===== src/rtl/lcd_ps_pkg.sv =====
package lcd_ps_pkg;
  typedef enum logic [2:0] {
    PS_RUN   = 3'd0,
    PS_ARM   = 3'd1,  // blanking, waiting for first frame edge
    PS_BLANK = 3'd2,  // full blank frame in progress
    PS_SLEEP = 3'd3,
    PS_WAKE  = 3'd4   // awaiting dummy writes
  } ps_state_e;
endpackage


===== src/rtl/lcd_ps_decode.sv =====
module lcd_ps_decode #(
  parameter int          ADDR_W     = 4,
  parameter int          DATA_W     = 8,
  parameter int          ENABLE_BIT = 0,
  parameter logic [3:0]  CTRL_ADDR  = 4'h8,
  parameter logic [3:0]  CMD_ADDR   = 4'h1,
  parameter logic [7:0]  SLEEP_CMD  = 8'h53,
  parameter logic [7:0]  SETUP_CMD  = 8'h40
) (
  input  logic              indirect_i,
  input  logic              wr_en_i,
  input  logic [ADDR_W-1:0] wr_addr_i,
  input  logic [DATA_W-1:0] wr_data_i,
  output logic              req_enter_o,
  output logic              req_exit_o
);
  logic dir_hit, ind_hit;

  assign dir_hit = wr_en_i && !indirect_i && (wr_addr_i == ADDR_W'(CTRL_ADDR));
  assign ind_hit = wr_en_i &&  indirect_i && (wr_addr_i == ADDR_W'(CMD_ADDR));

  assign req_enter_o = (dir_hit && wr_data_i[ENABLE_BIT])
                     || (ind_hit && (wr_data_i == DATA_W'(SLEEP_CMD)));
  assign req_exit_o  = (dir_hit && !wr_data_i[ENABLE_BIT])
                     || (ind_hit && (wr_data_i == DATA_W'(SETUP_CMD)));
endmodule


===== src/rtl/lcd_ps_wake_cnt.sv =====
module lcd_ps_wake_cnt #(
  parameter int DIRECT_WR   = 1,
  parameter int INDIRECT_WR = 2
) (
  input  logic clk_i,
  input  logic rst_ni,
  input  logic clr_i,
  input  logic inc_i,
  input  logic indirect_i,
  output logic done_o
);
  localparam int MAX_WR = (DIRECT_WR > INDIRECT_WR) ? DIRECT_WR : INDIRECT_WR;
  localparam int CNT_W  = $clog2(MAX_WR + 1);

  logic [CNT_W-1:0] cnt_q;
  logic [CNT_W-1:0] need;
  logic [CNT_W:0]   cnt_nxt;

  assign need    = indirect_i ? CNT_W'(INDIRECT_WR) : CNT_W'(DIRECT_WR);
  assign cnt_nxt = {1'b0, cnt_q} + (CNT_W+1)'(1);
  assign done_o  = inc_i && (cnt_nxt >= {1'b0, need});

  always_ff @(posedge clk_i or negedge rst_ni) begin
    if (!rst_ni)             cnt_q <= '0;
    else if (clr_i || done_o) cnt_q <= '0;
    else if (inc_i)          cnt_q <= cnt_nxt[CNT_W-1:0];
  end
endmodule


===== src/rtl/lcd_ps_fsm.sv =====
module lcd_ps_fsm
  import lcd_ps_pkg::*;
(
  input  logic      clk_i,
  input  logic      rst_ni,
  input  logic      req_enter_i,
  input  logic      req_exit_i,
  input  logic      frame_i,
  input  logic      wake_done_i,
  output ps_state_e state_q_o,
  output ps_state_e state_d_o
);
  ps_state_e state_q, state_d;

  always_comb begin
    state_d = state_q;
    unique case (state_q)
      PS_RUN:   if (req_enter_i) state_d = PS_ARM;
      PS_ARM:   if (req_exit_i) state_d = PS_RUN;
                else if (frame_i) state_d = PS_BLANK;
      PS_BLANK: if (req_exit_i) state_d = PS_RUN;
                else if (frame_i) state_d = PS_SLEEP;
      PS_SLEEP: if (req_exit_i) state_d = PS_WAKE;
      PS_WAKE:  if (wake_done_i) state_d = PS_RUN;
      default:  state_d = PS_RUN;
    endcase
  end

  always_ff @(posedge clk_i or negedge rst_ni) begin
    if (!rst_ni) state_q <= PS_RUN;
    else         state_q <= state_d;
  end

  assign state_q_o = state_q;
  assign state_d_o = state_d;
endmodule


===== src/rtl/lcd_ps_pins.sv =====
module lcd_ps_pins
  import lcd_ps_pkg::*;
(
  input  logic      clk_i,
  input  logic      rst_ni,
  input  ps_state_e state_q_i,
  input  ps_state_e state_d_i,
  input  logic      frame_i,
  output logic      blank_o,
  output logic      ydis_o,
  output logic      clk_en_o,
  output logic      panel_hold_o,
  output logic      bus_hiz_o,
  output logic      ready_o
);
  logic ydis_q;
  logic asleep;

  // ydis kept apart from state: it may lift before wake-up ends
  always_ff @(posedge clk_i or negedge rst_ni) begin
    if (!rst_ni)
      ydis_q <= 1'b1;
    else if (state_d_i == PS_SLEEP && state_q_i != PS_SLEEP)
      ydis_q <= 1'b0;
    else if (frame_i && (state_q_i == PS_WAKE || state_q_i == PS_RUN))
      ydis_q <= 1'b1;
  end

  assign asleep       = (state_q_i == PS_SLEEP);
  assign blank_o      = (state_q_i != PS_RUN);
  assign ydis_o       = ydis_q;
  assign clk_en_o     = !asleep;
  assign panel_hold_o = asleep;
  assign bus_hiz_o    = asleep;
  assign ready_o      = (state_q_i == PS_RUN) || (state_q_i == PS_ARM)
                     || (state_q_i == PS_BLANK);
endmodule


===== src/rtl/lcd_pwrsave_seq.sv =====
module lcd_pwrsave_seq
  import lcd_ps_pkg::*;
#(
  parameter int         ADDR_W      = 4,
  parameter int         DATA_W      = 8,
  parameter int         ENABLE_BIT  = 0,
  parameter logic [3:0] CTRL_ADDR   = 4'h8,
  parameter logic [3:0] CMD_ADDR    = 4'h1,
  parameter logic [7:0] SLEEP_CMD   = 8'h53,
  parameter logic [7:0] SETUP_CMD   = 8'h40,
  parameter int         DIRECT_WR   = 1,
  parameter int         INDIRECT_WR = 2
) (
  input  logic              clk_i,
  input  logic              rst_ni,
  input  logic              indirect_i,
  input  logic              wr_en_i,
  input  logic [ADDR_W-1:0] wr_addr_i,
  input  logic [DATA_W-1:0] wr_data_i,
  input  logic              frame_i,
  output logic              blank_o,
  output logic              ydis_o,
  output logic              clk_en_o,
  output logic              panel_hold_o,
  output logic              bus_hiz_o,
  output logic              ready_o
);
  logic      req_enter, req_exit, wake_done;
  ps_state_e state_q, state_d;

  lcd_ps_decode #(
    .ADDR_W(ADDR_W), .DATA_W(DATA_W), .ENABLE_BIT(ENABLE_BIT),
    .CTRL_ADDR(CTRL_ADDR), .CMD_ADDR(CMD_ADDR),
    .SLEEP_CMD(SLEEP_CMD), .SETUP_CMD(SETUP_CMD)
  ) u_dec (
    .indirect_i (indirect_i),
    .wr_en_i    (wr_en_i),
    .wr_addr_i  (wr_addr_i),
    .wr_data_i  (wr_data_i),
    .req_enter_o(req_enter),
    .req_exit_o (req_exit)
  );

  lcd_ps_wake_cnt #(
    .DIRECT_WR(DIRECT_WR), .INDIRECT_WR(INDIRECT_WR)
  ) u_cnt (
    .clk_i     (clk_i),
    .rst_ni    (rst_ni),
    .clr_i     (state_q != PS_WAKE),
    .inc_i     (wr_en_i && state_q == PS_WAKE),
    .indirect_i(indirect_i),
    .done_o    (wake_done)
  );

  lcd_ps_fsm u_fsm (
    .clk_i      (clk_i),
    .rst_ni     (rst_ni),
    .req_enter_i(req_enter),
    .req_exit_i (req_exit),
    .frame_i    (frame_i),
    .wake_done_i(wake_done),
    .state_q_o  (state_q),
    .state_d_o  (state_d)
  );

  lcd_ps_pins u_pins (
    .clk_i       (clk_i),
    .rst_ni      (rst_ni),
    .state_q_i   (state_q),
    .state_d_i   (state_d),
    .frame_i     (frame_i),
    .blank_o     (blank_o),
    .ydis_o      (ydis_o),
    .clk_en_o    (clk_en_o),
    .panel_hold_o(panel_hold_o),
    .bus_hiz_o   (bus_hiz_o),
    .ready_o     (ready_o)
  );
endmodule


===== config.mk =====
export PLATFORM = sky130hd
export DESIGN_NAME = lcd_pwrsave_seq
export DESIGN_NICKNAME = d
export VERILOG_FILES = /design/src/rtl/lcd_ps_pkg.sv /design/src/rtl/lcd_ps_decode.sv /design/src/rtl/lcd_ps_wake_cnt.sv /design/src/rtl/lcd_ps_fsm.sv /design/src/rtl/lcd_ps_pins.sv /design/src/rtl/lcd_pwrsave_seq.sv
export SDC_FILE = /design/constraint.sdc
export NUM_CORES = 1
export LEC_CHECK = 0
export CORE_MARGIN = 5
export CORE_UTILIZATION = 35
export DETAILED_ROUTE_END_ITERATION = 10
export PLACE_DENSITY = 0.76
export SETUP_SLACK_MARGIN = 0.05
export SYNTH_ARGS = -nofsm -noshare
export SYNTH_HDL_FRONTEND = slang
export SYNTH_SLANG_ARGS = --single-unit

===== constraint.sdc =====
create_clock -name clk_i -period 1.47 [get_ports clk_i]
set_input_delay 0.2205 -clock clk_i [delete_from_list [all_inputs] [get_ports clk_i]]
set_output_delay 0.2205 -clock clk_i [all_outputs]
set_load 0.005 [all_outputs]

**After elaboration in Yosys (flattened, before gate mapping)**

Cells that the tools add are included.

- Bits in registers: 6
- Word-level logic and storage cells: 54

- Magnitude comparators: 1
- Eq/ne operators: 11
- Reduce and logical (&&, ||, !) cells: 25
- $add $sub $neg: 1
- Mux-type cells: 13

Operators with widths:

| cell | number |
|---|---|
| $mux W3 | 7 |
| $eq A8 B7 Y1 const B | 2 |
| $pmux W3 S5 | 1 |
| $logic_and A1 B1 Y1 | 12 |
| $eq A3 B2 Y1 const B | 3 |
| $logic_or A1 B1 Y1 | 6 |
| $mux W2 | 3 |
| $eq A4 B1 Y1 const B | 1 |
| $eq A4 B4 Y1 const B | 1 |
| $reduce_bool A2 Y1 | 2 |
| $add A2 B1 Y3 const B | 1 |
| $eq A3 B1 Y1 const B | 1 |
| $eq A3 B3 Y1 const B | 1 |
| $ge A3 B2 Y1 | 1 |
| $logic_not A1 Y1 | 3 |
| $logic_not A3 Y1 | 1 |
| $ne A3 B2 Y1 const B | 1 |
| $ne A3 B3 Y1 const B | 1 |
| $reduce_bool A3 Y1 | 1 |
| $mux W1 | 2 |

**Logic depth before layout (Yosys ltp)**

- Word-level depth: 10
- Depth in mapped cells: 6
- Gate-level depth less buffers: 6

**Cells and area by module**

A second synthesis with hierarchy kept.

- Cells, all modules: 50
- Area total of the unflattened synthesis: 495.5 um2

By module, submodules not included:

| module | area each (um2) | times used | seq. area each (um2) | cells each |
|---|---|---|---|---|
| lcd_ps_wake_cnt | 167.7 | 1 | 50.0 | 17 |
| lcd_ps_fsm | 132.6 | 1 | 75.1 | 11 |
| lcd_ps_decode | 91.3 | 1 | 0.0 | 11 |
| lcd_ps_pins | 82.6 | 1 | 26.3 | 9 |
| lcd_pwrsave_seq | 21.3 | 1 | 0.0 | 2 |

**Least setup slack after synthesis**

OpenSTA, ideal clock, no wires.

- Path kind: input port to flip-flop
- From: in wr_addr_i[1]
- To: reg u_fsm.state_q[2], in the netlist u_fsm.state_q_o[2]
- Required time: 1,392 ps
- Library setup time: 78 ps
- Setup slack: -39 ps
- Cell stages on the path: 4
- Data arrival time: 1,432 ps
- Path buffers: 0
- Path through: or3b_1 > or4_4 > a21oi_2 > o2bb2ai_1

- Longest elaborated chain between the ends: 6

Ends and longest elaborated chain:

| what | RTL line | RTL |
|---|---|---|
| start: declaration | lcd_pwrsave_seq.sv:18 | `input logic [ADDR_W-1:0] wr_addr_i,` |
| $eq A4 B4 Y1 / $eq A4 B1 Y1 (equally long branches) | lcd_ps_decode.sv:19, lcd_ps_decode.sv:20 |  |
| $logic_and A1 B1 Y1 (on tied branches) | lcd_ps_decode.sv:19, lcd_ps_decode.sv:20 |  |
| $logic_and A1 B1 Y1 (on tied branches) | - |  |
| $logic_or A1 B1 Y1 (on tied branches) | lcd_ps_decode.sv:25, lcd_ps_decode.sv:23 |  |
| $mux W3 (on tied branches) | - |  |
| $pmux W3 S5 (*) | lcd_ps_fsm.sv:17 | `unique case (state_q)` |
| net state_d[2] | lcd_pwrsave_seq.sv:29 | `ps_state_e state_q, state_d;` |
| end signal: assignment | lcd_ps_fsm.sv:31 | `else state_q <= state_d;` |
| end: declaration | lcd_ps_fsm.sv:13 | `ps_state_e state_q, state_d;` |

The timed path passes the listed nets; every way through them passes the cells marked *.
A chain may end at the register's enable or synchronous reset.

**Worst setup path in the final report**

- From: reg u_cnt.cnt_q[0]
- To: reg u_fsm.state_q[2], in the netlist u_fsm.state_q_o[2]

- Longest elaborated chain between the ends: 5

Ends and longest elaborated chain:

| what | RTL line | RTL |
|---|---|---|
| start: declaration | lcd_ps_wake_cnt.sv:15 | `logic [CNT_W-1:0] cnt_q;` |
| start signal: assignment | lcd_ps_wake_cnt.sv:26 | `else if (inc_i) cnt_q <= cnt_nxt[CNT_W-1:0];` |
| $add A2 B1 Y3 | lcd_ps_wake_cnt.sv:20 | `assign cnt_nxt = {1'b0, cnt_q} + (CNT_W+1)'(1);` |
| $ge A3 B2 Y1 | lcd_ps_wake_cnt.sv:21 | `assign done_o = inc_i && (cnt_nxt >= {1'b0, need});` |
| $logic_and A1 B1 Y1 | lcd_ps_wake_cnt.sv:21 |  |
| $mux W3 | lcd_ps_fsm.sv:24 | `PS_WAKE: if (wake_done_i) state_d = PS_RUN;` |
| $pmux W3 S5 | lcd_ps_fsm.sv:17 |  |
| net state_d[2] | lcd_pwrsave_seq.sv:29 |  |

The timed path passes the listed nets, and every way through them passes these cells.

==> out/results.txt <==
CTS H-Tree Depth -> 1
CTS root buffer -> clkbuf_4
Area fraction of the dominant cell type after synthesis -> 25.97%
P_int -> 0.0003667 W
Final Max Slew Viols -> 0
Largest family of logic cells by synthesized area -> simple AND/OR/NAND/NOR gates
Fin. Hold Viols -> 0
Via density -> 5.176
Most common flop cell mapped by yosys -> dfrtp_1
Unique masters post-synth -> 31
Worst-Margin Slew -> 246.9 ps
Seq pwr share -> 40.0%
Routed wire length -> 1.292 mm
Logic pwr share -> 26.4%
Die area -> 2218 µm²
Critical path endpoint category -> flip-flop
Seq cells post-synth -> 6
FILL cells -> 120
Power Dens Cells -> 598.4 nW/µm²
Final period util -> 101.9%
Port Buffers -> 22
Violated checks -> negative setup slack
Mapped Cells -> 52
CTS Buf Count -> 3
Synth Area in XOR/XNOR -> 0%
Die width -> 47.10 µm
Proportion of synthesized area in mux cells -> 2.338%
GP Congestion -> 0.7600
Worst endpoint required time -> 1590 ps
Routed vias -> 528
Tot GR Track Use -> 12.72%
Post-Synth Adder-Cell Area -> 9.351%
Synth warn -> 0
Worst path slowest cell -> fa_1
Critical Path Fanout Max -> 3
Worst VDD drop -> 0.2952 mV
Compound-Gate Fraction of Synth Area -> 15.32%
Total Power -> 0.0004852 W
Share of post-route cells with drive strength above 1 -> 49.43%
Clock buffer depth -> 2
Largest cells by area after synthesis -> dfrtp_1 (26%), dfstp_2 (5.5%), ha_1 (5.2%), a21oi_1 (4.2%), fa_1 (4.2%)
Switching share of power -> 24.42%
First DRT Iteration DRCs -> 11
Total gr overflow -> 0
# IOs -> 23
Final Non-Filler Cells -> 102
Number of synthesized flops with an enable pin -> 0
TritonRoute pass-1 iters -> 4
Synth async-reset ratio -> 100.0%
Crit path launch type -> flip-flop
Final worst path period need -> 1498 ps
Maxcap violations -> 0
Initial antenna violation count -> 0
Simple-gate portion of the synthesized area -> 36.88%
Vias in the first global route -> 553
LEAKAGE -> 0.3800 nW
Total core area -> 1301 µm²
Util after Layout -> 62.31%
Largest net degree at the start of global routing -> 7
CTS tree -> built
Die Y -> 47.10 µm
Final Worst Setup Slack -> -28.15 ps
Area leader, netlist -> dfrtp_1
Worst hold-check path type -> input pin to async pin
Syn nets -> 72
Global-route wire length before repair -> 1.994 mm
Site Rows -> 13
Max_slew headroom -> 83.49%
Initial Utilization -> 37.02%
Nets -> 108
Area growth, synth to finish -> 68.31%
N_diodes -> 0
DRT antenna net count -> 0
Routed WL per cell -> 12.67 µm
CP arrival -> 1620 ps
Clk pin slew, worst setup/hold paths -> 50 ps
Multi-input gate area -> 346.6 µm²
TritonCTS Sinks -> 6
Clk_lat worst skew -> 240 ps
Setup CP Type -> flip-flop to flip-flop
Most frequent cells in the layout -> buf_4 (9), buf_2 (6), nand2_1 (5), dfrtp_1 (5), clkbuf_2 (4)
Sequential area share after synthesis -> 31.43%
Final Setup Violations -> 1
Placed Cells -> 94
Hold WS -> 204.0 ps
Avg Inst Size Synth -> 9.264 µm²
Unrepaired setup endpoints after global routing -> true
Result of the run -> finished, violations left
Max Clk Rate -> 667.5 MHz
Clk network pwr share -> 33.5%
P_sw -> 0.0001185 W
DP HPWL -> 991.3 µm
Drt drc -> 0
Register area -> 151.4 µm²
Most common cell after layout, fill and taps aside -> buf_4
Cell area after synthesis -> 481.7 µm²
Critical Path, Cell by Cell -> inv_2 -> fa_1 -> o31a_1 -> nor2b_1 -> o2bb2ai_1
Worst Skew -> 8.266 ps
Crit-path max cell delay -> 470 ps
## critical path: cells and delay by family, from the launching register on
| family | cells | cell delay [ps] |
|---|---|---|
| compound gates | 2 | 350 |
| buf+inv | 1 | 50 |
| simple gates | 1 | 140 |
| flops | 1 | 360 |
| fa+ha+maj | 1 | 470 |
## state kept, by name (all words and copies together), names as in the netlist
name and cells:
u_pins.ydis_o 1, u_fsm.state_q_o 3, u_cnt.cnt_q 2
## per-stage QoR
step	setup WS [ps]	TNS (ps)	instance area, µm²
2_1_floorplan	-14.24	-20.98	484.2
3_3_place_gp	-500.8	-2552	760.7
3_5_place_dp	-534.0	-2723	760.7
4_1_cts	-47.79	-144.5	794.5
5_1_grt	-68.46	-106.7	810.8
6_report	-28.15	-28.15	810.8
## worst paths after layout
check                                               end                       start  slack, ps  cells past startpoint
min in group clk_i           u_cnt.cnt_q[1]$_DFFE_PN0P_                     wr_en_i        370                      4
setup reg to reg           u_fsm.state_q_o[2]$_DFF_PN0_  u_cnt.cnt_q[0]$_DFFE_PN0P_        -30                      5
max in group asynchronous     u_pins.ydis_o$_DFFE_PN1P_                      rst_ni       1000                      1
setup / recovery           u_fsm.state_q_o[2]$_DFF_PN0_  u_cnt.cnt_q[0]$_DFFE_PN0P_        -30                      5
hold reg to reg               u_pins.ydis_o$_DFFE_PN1P_   u_pins.ydis_o$_DFFE_PN1P_        610                      3
hold / removal               u_cnt.cnt_q[0]$_DFFE_PN0P_                      rst_ni        200                      1
## power groups by stage
stage / Clock (W) / Sequential, W / Combinational [W]
CTS: 0.000168 / 0.000194 / 0.000128
detailed placement: 0 / 0.000197 / 0.000145
finish: 0.000163 / 0.000194 / 0.000128
global route: 0.000173 / 0.000196 / 0.000140
floorplan: 0 / 0.000199 / 0.0000446
global placement: 0 / 0.000197 / 0.000142
## cell type report
type                            instances  area share (%)
Multi-Input combinational cell         41           42.75
Timing Repair Buffer                   32           31.17
Sequential cell                         6           18.67
Clock buffer                            4           3.241
Tap cell                               15           2.315
Inverter                                4           1.852
## repair_timing
item                                    in CTS  in global routing
hold buffers                                 0                  0
endpoints found under the setup margin      12                  8
resized for setup                           39                 21
pin swaps                                   14                 11
setup buffers                                4                  0
## logic make-up (layout without fill, tap and decap cells)
family | Yosys count | after routing
DFF | 6 | 6
muxes | 1 | 1
buffers and inverters | 5 | 40
adders and majority gates | 3 | 3
and+or+nand+nor | 26 | 26
AOI/OAI and AO/OA | 11 | 11
## routing by layer
metal / global-route usage, % / wire length [µm]
met3: 0.3831 / 87
met2: 24.12 / 681
met1: 13.49 / 495
met5: 0 / 0
met4: 8.287 / 27
## cells in the mapped netlist (2+ instances only)
cell type,count
a31oi_1,2
nand3_1,3
a21o_1,2
dfrtp_1,5
nand2_1,5
nand2b_2,2
ha_1,2
or3_1,2
inv_1,3
nor2b_1,2
a21oi_1,4
(Power assumes the default switching activity.)
